==> src/rtl/irq_mailbox_pkg.sv <==
package irq_mailbox_pkg;
  localparam int unsigned MBOX_W = 16;
  localparam int unsigned N_LANES = 2;
  typedef enum logic { LANE_H2L = 1'b0, LANE_L2H = 1'b1 } lane_e;
  typedef enum logic { WR_VECTOR = 1'b0, WR_STICKY = 1'b1 } wr_mode_e;
endpackage

==> src/rtl/mbox_lane.sv <==
module mbox_lane #(
  parameter int unsigned W = 16
) (
  input  logic         clk,
  input  logic         rst,
  input  logic         sticky,
  input  logic         wr,
  input  logic [W-1:0] wdata,
  input  logic         clr,
  output logic [W-1:0] nxt,
  output logic [W-1:0] value,
  output logic [W-1:0] rdata
);
  import irq_mailbox_pkg::*;

  logic [W-1:0] base;
  wr_mode_e     mode;

  assign mode = wr_mode_e'(sticky);
  assign base = clr ? '0 : value;

  always_comb begin
    nxt = base;
    if (wr) begin
      if (mode == WR_STICKY) nxt = base | wdata;
      else                   nxt = wdata;
    end
  end

  always_ff @(posedge clk) begin
    if (rst) begin
      value <= '0;
      rdata <= '0;
    end else begin
      value <= nxt;
      if (clr) rdata <= value;
    end
  end
endmodule

==> src/rtl/mbox_irq.sv <==
module mbox_irq #(
  parameter int unsigned W = 16
) (
  input  logic         clk,
  input  logic         rst,
  input  logic         en,
  input  logic [W-1:0] bits,
  output logic         irq
);
  always_ff @(posedge clk) begin
    if (rst) irq <= 1'b0;
    else     irq <= en & (|bits);
  end
endmodule

==> src/rtl/irq_mailbox_pair.sv <==
module irq_mailbox_pair #(
  parameter int unsigned W = irq_mailbox_pkg::MBOX_W
) (
  input  logic         clk,
  input  logic         rst,
  input  logic         sticky_mode,
  input  logic         h2l_wr,
  input  logic [W-1:0] h2l_wdata,
  input  logic         h2l_clr_rd,
  output logic [W-1:0] h2l_rdata,
  output logic [W-1:0] h2l_view,
  output logic         h2l_irq,
  input  logic         l2h_wr,
  input  logic [W-1:0] l2h_wdata,
  input  logic         l2h_clr_rd,
  output logic [W-1:0] l2h_rdata,
  output logic [W-1:0] l2h_view,
  input  logic         l2h_irq_en,
  output logic         l2h_irq
);
  import irq_mailbox_pkg::*;
  localparam int unsigned NL = N_LANES;

  logic         wr_a  [NL];
  logic [W-1:0] wd_a  [NL];
  logic         clr_a [NL];
  logic         en_a  [NL];
  logic [W-1:0] nxt_a [NL];
  logic [W-1:0] val_a [NL];
  logic [W-1:0] rd_a  [NL];
  logic         irq_a [NL];

  assign wr_a[LANE_H2L]  = h2l_wr;
  assign wd_a[LANE_H2L]  = h2l_wdata;
  assign clr_a[LANE_H2L] = h2l_clr_rd;
  assign en_a[LANE_H2L]  = 1'b1;
  assign wr_a[LANE_L2H]  = l2h_wr;
  assign wd_a[LANE_L2H]  = l2h_wdata;
  assign clr_a[LANE_L2H] = l2h_clr_rd;
  assign en_a[LANE_L2H]  = l2h_irq_en;

  for (genvar g = 0; g < NL; g++) begin : g_lane
    mbox_lane #(.W(W)) u_lane (
      .clk(clk), .rst(rst), .sticky(sticky_mode),
      .wr(wr_a[g]), .wdata(wd_a[g]), .clr(clr_a[g]),
      .nxt(nxt_a[g]), .value(val_a[g]), .rdata(rd_a[g])
    );
    mbox_irq #(.W(W)) u_irq (
      .clk(clk), .rst(rst), .en(en_a[g]), .bits(nxt_a[g]), .irq(irq_a[g])
    );
  end

  assign h2l_view  = val_a[LANE_H2L];
  assign h2l_rdata = rd_a[LANE_H2L];
  assign h2l_irq   = irq_a[LANE_H2L];
  assign l2h_view  = val_a[LANE_L2H];
  assign l2h_rdata = rd_a[LANE_L2H];
  assign l2h_irq   = irq_a[LANE_L2H];
endmodule

==> config.mk <==
export PLATFORM = sky130hd
export DESIGN_NAME = irq_mailbox_pair
export DESIGN_NICKNAME = d
export VERILOG_FILES = /design/src/rtl/irq_mailbox_pkg.sv /design/src/rtl/mbox_lane.sv /design/src/rtl/mbox_irq.sv /design/src/rtl/irq_mailbox_pair.sv
export SDC_FILE = /design/constraint.sdc
export NUM_CORES = 1
export LEC_CHECK = 0
export ABC_AREA = 1
export ABC_CLOCK_PERIOD_IN_PS = 1300
export BUFFER_PORTS_ARGS = -buffer_cell sky130_fd_sc_hd__buf_2
export CORE_AREA = 2 2 77 79
export CTS_BUF_LIST = sky130_fd_sc_hd__clkbuf_4
export DETAILED_ROUTE_END_ITERATION = 7
export DIE_AREA = 0 0 79 81
export PLACE_DENSITY = 0.81
export SETUP_SLACK_MARGIN = 0.3
export SLEW_MARGIN = 20
export SYNTH_ARGS = -nofsm -noshare
export SYNTH_HDL_FRONTEND = slang
export SYNTH_SLANG_ARGS = --single-unit
==> constraint.sdc <==
create_clock -name clk -period 1.3 [get_ports clk]
set_clock_uncertainty 0.05 [all_clocks]
set_input_delay 0.13 -clock clk [delete_from_list [all_inputs] [get_ports clk]]
set_output_delay 0.13 -clock clk [all_outputs]
set_load 0.05 [all_outputs]
==> qor.yml, run 1 <==
final_layout:
  stdcell_area_mm2: 0.00460
  final_layout_size_suffix_gt1_share_pct: 48.6
  antenna_cells: 0
  synthToLayoutAreaGrowth_pct: 68.5
  finalCoreUtilization_pct: 81.1
  post_layout_nonfiller_instances: 596
  final_net_count: 556
  multi_input_area_mm2: 0.00120
  layout.area.seq_mm2: 0.00147
  filler_cell_count: 349
logic_synthesis:
  post_synth_instance_area_mm2: 0.00273
  syn_inst: 370
  yosysSeqAreaShare_pct: 48.4
  syn-mean-instance-area_um2: 7.39
  yosysWarnings: 0
  synth-seq-cells: 66
  synth_nets: 410
  synth.lib_cells_used.distinct: 17
detailed_routing:
  post_drt_via_cell_ratio: 5.10
  route.detailed.drc: 0
  totalWireLength_mm: 8.99
  vias: 3038
  drtAntennaViolNets: 0
  avgRoutedWirePerCell_um: 15.1
  drt_first_pass_iters: 4
  detail_route.iter0.violations: 217
timing:
  maxSlewHeadroom_pct: 75.7
  worst_pin_slew_ns: 0.365
  fmax_mhz: 831
  rsz0062_at_grt: "true"
  final_cycle_share_pct: 92.6
  period_minus_slack_ns: 1.20
  drv_slew: 0
  hold-worst-slack_ns: 0.0323
  timing_hold_violations_final: 0
  setup_viol: 0
  setup_total_negative_slack_ns: 0
critical_path:
  crit_arrival_ns: 1.42
  launching_element_type_of_the_critical_path: "flop"
  cp.required_ns: 1.52
  critical_path.max_fanout: 2
  worstSetupPathType: "reg2reg"
  setup.worst_path.end_class: "flop"
flow_run:
  number_of_max_cap_violations: 0
clock_network:
  cts.sink_count: 66
  cts_tree: "done"
  cts_buffer_depth: 2
  cts_root_cell: "sky130_fd_sc_hd__clkbuf_4"
  clk_pin_slew_worst_paths_ns: 0.12
  clock_tree.htree_level_count: 3
  numCtsBuffers: 9
  clkLatencyLatePin_ns: 0.40
hold_path:
  hold_class: "in2reg"
placed_design:
  dp.final_hpwl_mm: 4.90
  numPortBuffers: 105
  globalplace.congestion: 0.843
  place_inst: 540
  placed_area_mm2: 0.00341
floorplan:
  start_util_pct: 48.1
  die_outline_width_um: 79
  core_mm2: 0.00568
  io-pin-count: 106
  chipHeight_um: 81
  floorplan.die_area_mm2: 0.00640
  row_count: 28
pwr:
  leakagePower_uw: 0.00211
  ir_worst_vdd_mv: 0.681
  cellPowerDensity_mw_per_mm2: 1020
global_routing:
  first_global_vias: 2890
  grt_remaining_overflow: 0
  grt_usage_pct: 27.4
  grt_antenna_before_repair: 0
  grt_pass1_wl_mm: 13.5
  grt_start_max_net_pins: 34
status:
  outcome: "finished clean"
[synthesized netlist by cell type, drive strengths merged]
cell type / count / area share [%]
nand3: 14 / 4.2
a21oi: 44 / 8.1
buf: 13 / 4.6
o21ai: 36 / 6.6
dfxtp: 66 / 48
inv: 24 / 3.3
nand2: 89 / 13
nor2: 76 / 10
clkbuf: 8 / 1.1
[layer usage]
metal  GRT usage (%)  vias up  routed length (µm)
li1                -     1478                   -
met1            28.2     1392                3310
met2            53.2      146                4890
met3            6.33       22                 566
met4            11.2        0                 216
met5               0        -                   0
[cells in the final DEF, fill, tap and decap left out]
| master | instances |
|---|---|
| sky130_fd_sc_hd__a21oi_1 | 44 |
| sky130_fd_sc_hd__nand2_1 | 78 |
| sky130_fd_sc_hd__nand3_2 | 11 |
| sky130_fd_sc_hd__clkinv_1 | 2 |
| sky130_fd_sc_hd__o21ai_0 | 32 |
| sky130_fd_sc_hd__dlygate4sd3_1 | 29 |
| sky130_fd_sc_hd__inv_2 | 16 |
| sky130_fd_sc_hd__buf_2 | 37 |
| sky130_fd_sc_hd__nor2_4 | 1 |
| sky130_fd_sc_hd__buf_6 | 14 |
| sky130_fd_sc_hd__dfxtp_2 | 38 |
| sky130_fd_sc_hd__buf_12 | 2 |
| sky130_fd_sc_hd__dfxtp_4 | 28 |
| sky130_fd_sc_hd__nor2_1 | 69 |
| sky130_fd_sc_hd__nor2_2 | 6 |
| sky130_fd_sc_hd__inv_1 | 7 |
| sky130_fd_sc_hd__inv_4 | 1 |
| sky130_fd_sc_hd__clkbuf_4 | 13 |
| sky130_fd_sc_hd__o21ai_1 | 4 |
| sky130_fd_sc_hd__nand3_1 | 3 |
| sky130_fd_sc_hd__nand2_2 | 9 |
| sky130_fd_sc_hd__buf_8 | 54 |
| sky130_fd_sc_hd__nand2_4 | 2 |
| sky130_fd_sc_hd__buf_4 | 18 |
| sky130_fd_sc_hd__clkinv_2 | 3 |
[worst paths after layout]
| path | startpoint | end | slack [ns] | cells past startpoint |
|---|---|---|---|---|
| max reg2reg | g_lane[0].u_lane.value[1] | g_lane[0].u_irq.irq | 0.1 | 8 |
| min reg2reg | g_lane[0].u_lane.value[3] | g_lane[0].u_lane.rdata[3] | 0.43 | 2 |
| min | h2l_wdata[8] | g_lane[0].u_lane.value[8] | 0.03 | 5 |
| max | g_lane[0].u_lane.value[1] | g_lane[0].u_irq.irq | 0.1 | 8 |
[critical path, stage by stage, from the launching register on]
cell and delay (ns):
sky130_fd_sc_hd__dfxtp_4 0.37, sky130_fd_sc_hd__inv_2 0.06, sky130_fd_sc_hd__nor2_1 0.04, sky130_fd_sc_hd__nand2_2 0.07, sky130_fd_sc_hd__nand2_1 0.08, sky130_fd_sc_hd__nor2_1 0.13, sky130_fd_sc_hd__nand2_1 0.08, sky130_fd_sc_hd__nor2_1 0.10
sky130_fd_sc_hd__a21oi_1 0.08
[kinds of logic after synthesis]
| kind of cell | share of synthesized area [%] |
|---|---|
| DFF | 48.4 |
| buffers and inverters | 9.02 |
| and+or+nand+nor | 28.0 |
| AOI/OAI and AO/OA | 14.7 |
[timing repair]
item | 4_1_cts | 5_1_grt
pin swaps | 3 | 8
hold endpoints to repair | 29 | 1
endpoints found under the setup margin | 68 | 72
resized for setup | 214 | 28
setup buffers | 7 | 4
hold buffers | 28 | 1
[area by class of cell]
class	instances	area share [%]
Multi-Input combinational cell	259	26.2
Clock inverter	5	0.489
Inverter	24	2.01
Timing Repair Buffer	156	35.5
Tap cell	75	2.04
Clock buffer	11	1.79
Sequential cell	66	32.0
[per-stage QoR]
step | setup slack [ns] | power [µW]
after floorplan | 0.281 | 2980
after global placement | 0.104 | 3210
after detailed placement | 0.0529 | 3230
after CTS | 0.173 | 4630
after global routing | 0.00446 | 4910
final | 0.0963 | 4700
[power breakdown]
group | switching [µW] | internal (µW)
Sequential | 114 | 2130
Combinational | 785 | 552
Clock | 704 | 416
Total | 1600 | 3090
[flip-flops by register name, summed over array words and instances (netlist names)]
register / cells
g_lane.u_lane.value: 32
g_lane.u_irq.irq: 2
g_lane.u_lane.rdata: 32
Power figures use the tool's default switching activity.
==> run 2, diff against run 1 <==
--- a/config.mk
+++ b/config.mk
@@ -6,7 +6,7 @@
 export NUM_CORES = 1
 export LEC_CHECK = 0
 export ABC_AREA = 1
-export ABC_CLOCK_PERIOD_IN_PS = 1300
+export ABC_CLOCK_PERIOD_IN_PS = 1500
 export BUFFER_PORTS_ARGS = -buffer_cell sky130_fd_sc_hd__buf_2
 export CORE_AREA = 2 2 77 79
 export CTS_BUF_LIST = sky130_fd_sc_hd__clkbuf_4
==> constraint.sdc (replaced) <==
create_clock -name clk -period 1.5 [get_ports clk]
set_clock_uncertainty 0.05 [all_clocks]
set_input_delay 0.15 -clock clk [delete_from_list [all_inputs] [get_ports clk]]
set_output_delay 0.15 -clock clk [all_outputs]
set_load 0.05 [all_outputs]
==> run 2 against run 1 <==
Against the previous run: cell count down 1.8%; via count down 3.5%; cell area is 11% lower; worst setup slack improved by 0.22 ns; wire length down 14%.
==> qor.yml, run 2 (synthesis gave the netlist of run 1 again) <==
detailed_routing:
  totalWireLength_mm: 7.77  # -14%
  highest_layer: "met4"
  vias: 2933  # -3.5%
  post_drt_via_cell_ratio: 5.01  # -1.6%
  route.detailed.drc: 0  # unchanged
  met3_wirelength_um: 472  # -17%
  detail_route.iter0.violations: 203  # -6.5%
  route.met2.wl_mm: 3.68  # -25%
  avgRoutedWirePerCell_um: 13.3  # -12%
  drtAntennaViolNets: 0  # unchanged
  drt_first_pass_iters: 5  # +1
  wl_met1_mm: 3.29  # -0.72%
final_layout:
  synthToLayoutAreaGrowth_pct: 49.2
  post_layout_nonfiller_instances: 585  # -1.8%
  filler_cell_count: 431  # +23%
  final_net_count: 545  # -2.0%
  layout.cells.most_common: "sky130_fd_sc_hd__nand2_1"
  layout.area.seq_mm2: 0.00137  # -7.2%
  final_layout_size_suffix_gt1_share_pct: 36.7  # -12 points
  finalCoreUtilization_pct: 71.8  # -9.3 points
  multi_input_area_mm2: 0.00117  # -2.9%
  most_used_cells_in_the_layout_excluding_fill_and_tap_cells: "sky130_fd_sc_hd__nand2_1, sky130_fd_sc_hd__nor2_1, sky130_fd_sc_hd__a21oi_1"
  antenna_cells: 0  # unchanged
  reg.largest.list: "g_lane.u_lane.rdata x32, g_lane.u_lane.value x32, g_lane.u_irq.irq x2"
global_routing:
  grt_remaining_overflow: 0  # unchanged
  grt_usage_pct: 24.6  # -2.8 points
  grt_antenna_before_repair: 0  # unchanged
  grt_start_max_net_pins: 31  # -8.8%
  first_global_vias: 2710  # -6.2%
  grt_pass1_wl_mm: 12.3  # -8.9%
pwr:
  sequentialPowerShare_pct: 47.1  # -0.6 points
  internal-power_uw: 2720  # -12%
  switching_share_pct: 33.7  # -0.43 points
  ir_worst_vdd_mv: 0.597  # -12%
  comb_power_share_pct: 24.7  # -3.8 points
  cellPowerDensity_mw_per_mm2: 1010  # -1.3%
  power.switching_uw: 1380  # -14%
  finalPower_uw: 4110  # -13%
  p_clk_share_pct: 28.2  # +4.4 points
  leakagePower_uw: 0.00195  # -7.6%
floorplan:
  start_util_pct: 48.1  # unchanged
  io-pin-count: 106  # unchanged
  core_mm2: 0.00568  # unchanged
  row_count: 28  # unchanged
  die_outline_width_um: 79  # unchanged
  floorplan.die_area_mm2: 0.00640  # unchanged
  chipHeight_um: 81  # unchanged
critical_path:
  critical_path.max_stage_delay_ns: 0.40  # +0.03 ns
  crit_arrival_ns: 0.98  # -0.44 ns
  critPathSlowestCell: "sky130_fd_sc_hd__dfxtp_1"
  worstPathBufferInverterCount: 1  # unchanged
  launching_element_type_of_the_critical_path: "flop"
  timing.critical_path.cells: "buf_6"
  worst_path_dominant_cell_family: "flip-flops"
  setup.worst_path.end_class: "primary output"
  worstSetupPathType: "reg2out"
  critical_path.max_fanout: 2  # unchanged
  cp.required_ns: 1.30  # -0.22 ns
clock_network:
  cts_tree: "done"
  cts.sink_count: 66  # unchanged
  clock_tree.htree_level_count: 3  # unchanged
  numCtsBuffers: 9  # unchanged
  cts_root_cell: "sky130_fd_sc_hd__clkbuf_4"
  clkLatencyLatePin_ns: 0.40  # about the same
  cts_buffer_depth: 2  # unchanged
  clk_pin_slew_worst_paths_ns: 0.12  # about the same
timing:
  setup_viol: 0  # unchanged
  period_minus_slack_ns: 1.18
  finalWorstSetupSlack_ns: 0.319  # +0.223 ns
  setup_total_negative_slack_ns: 0  # unchanged
  rsz0062_at_grt: "true"
  worst_pin_slew_ns: 0.364  # -0.000929 ns
  maxSlewHeadroom_pct: 75.7  # about the same
  final_cycle_share_pct: 78.7
  fmax_mhz: 847
  drv_slew: 0  # unchanged
  timing_hold_violations_final: 0  # unchanged
placed_design:
  place_inst: 537  # -0.56%
  post-place-ws_ns: 0.155  # +0.102 ns
  numPortBuffers: 105  # unchanged
  globalplace.congestion: 0.873  # +3.6%
  dp.final_hpwl_mm: 4.88  # -0.26%
flow_run:
  number_of_max_cap_violations: 0  # unchanged
hold_path:
  hold_class: "in2reg"
status:
  outcome: "finished clean"
-- run 2: cell types whose count changed in the layout (fill, tap and decap cells not counted), moves of 5 or more --
cell                      previous run  this run
sky130_fd_sc_hd__buf_6              14        40
sky130_fd_sc_hd__nor2_2              6         1
sky130_fd_sc_hd__dfxtp_4            28         1
sky130_fd_sc_hd__inv_1               7        20
sky130_fd_sc_hd__buf_4              18        35
sky130_fd_sc_hd__dfxtp_1             0        31
sky130_fd_sc_hd__buf_8              54         0
sky130_fd_sc_hd__inv_2              16         4
sky130_fd_sc_hd__nor2_1             69        75
-- run 2: timing repair --
item / in CTS / in global routing
hold buffers: 31 / 0
cloned: 0 / 0
buffers inserted: 0 / 1
hold endpoints to repair: 31 / 0
resized for setup: 90 / 37
endpoints found under the setup margin: 66 / 36
-- run 2: final timing paths --
path	startpoint	endpoint	slack, ns	depth (start not counted)
setup / recovery	g_lane[1].u_lane.rdata[10]	l2h_rdata[10]	0.32	1
hold / removal	h2l_wr	g_lane[0].u_lane.value[11]	0.04	3
setup reg to reg	g_lane[0].u_lane.value[14]	g_lane[0].u_irq.irq	0.39	8
hold reg to reg	g_lane[1].u_lane.value[13]	g_lane[1].u_lane.rdata[13]	0.44	2
-- run 2: worst min-delay path, delay by kind of cell --
| kind | cells | cell delay, ns |
|---|---|---|
| AOI/OAI and AO/OA | 1 | 0.06 |
| buffers and inverters | 1 | 0.15 |
| and+or+nand+nor | 1 | 0.10 |
-- run 2: layer usage --
layer | GRT usage, % | vias up
met4 | 15.5 | 0
met1 | 29.2 | 1329
met5 | 0 | -
met3 | 5.67 | 33
met2 | 40.5 | 129
li1 | - | 1442
-- run 2: per-stage QoR --
step                      area (µm²)  hold slack (ns)
after global placement          3280            0.346
final                           4080           0.0432
after floorplan                 2760            0.225
after global routing            4080           0.0451
after CTS                       3960          0.00972
after detailed placement        3280            0.359
-- run 2: power by group through the flow --
stage | combinational (µW) | clock [µW] | sequential [µW]
6_report | 1020 | 1160 | 1930
5_1_grt | 1080 | 1270 | 1940
4_1_cts | 973 | 1180 | 1920
3_5_place_dp | 839 | 0 | 1950
3_3_place_gp | 831 | 0 | 1950
2_1_floorplan | 295 | 0 | 2290
-- run 2: final cells by class --
cell class / count / share of cell area (%)
clock inverter: 7 / 1.72
inverter: 24 / 2.21
clock buffer: 9 / 1.66
multi-input combinational: 259 / 28.7
timing repair buffer: 145 / 29.9
sequential: 66 / 33.5
tap: 75 / 2.30
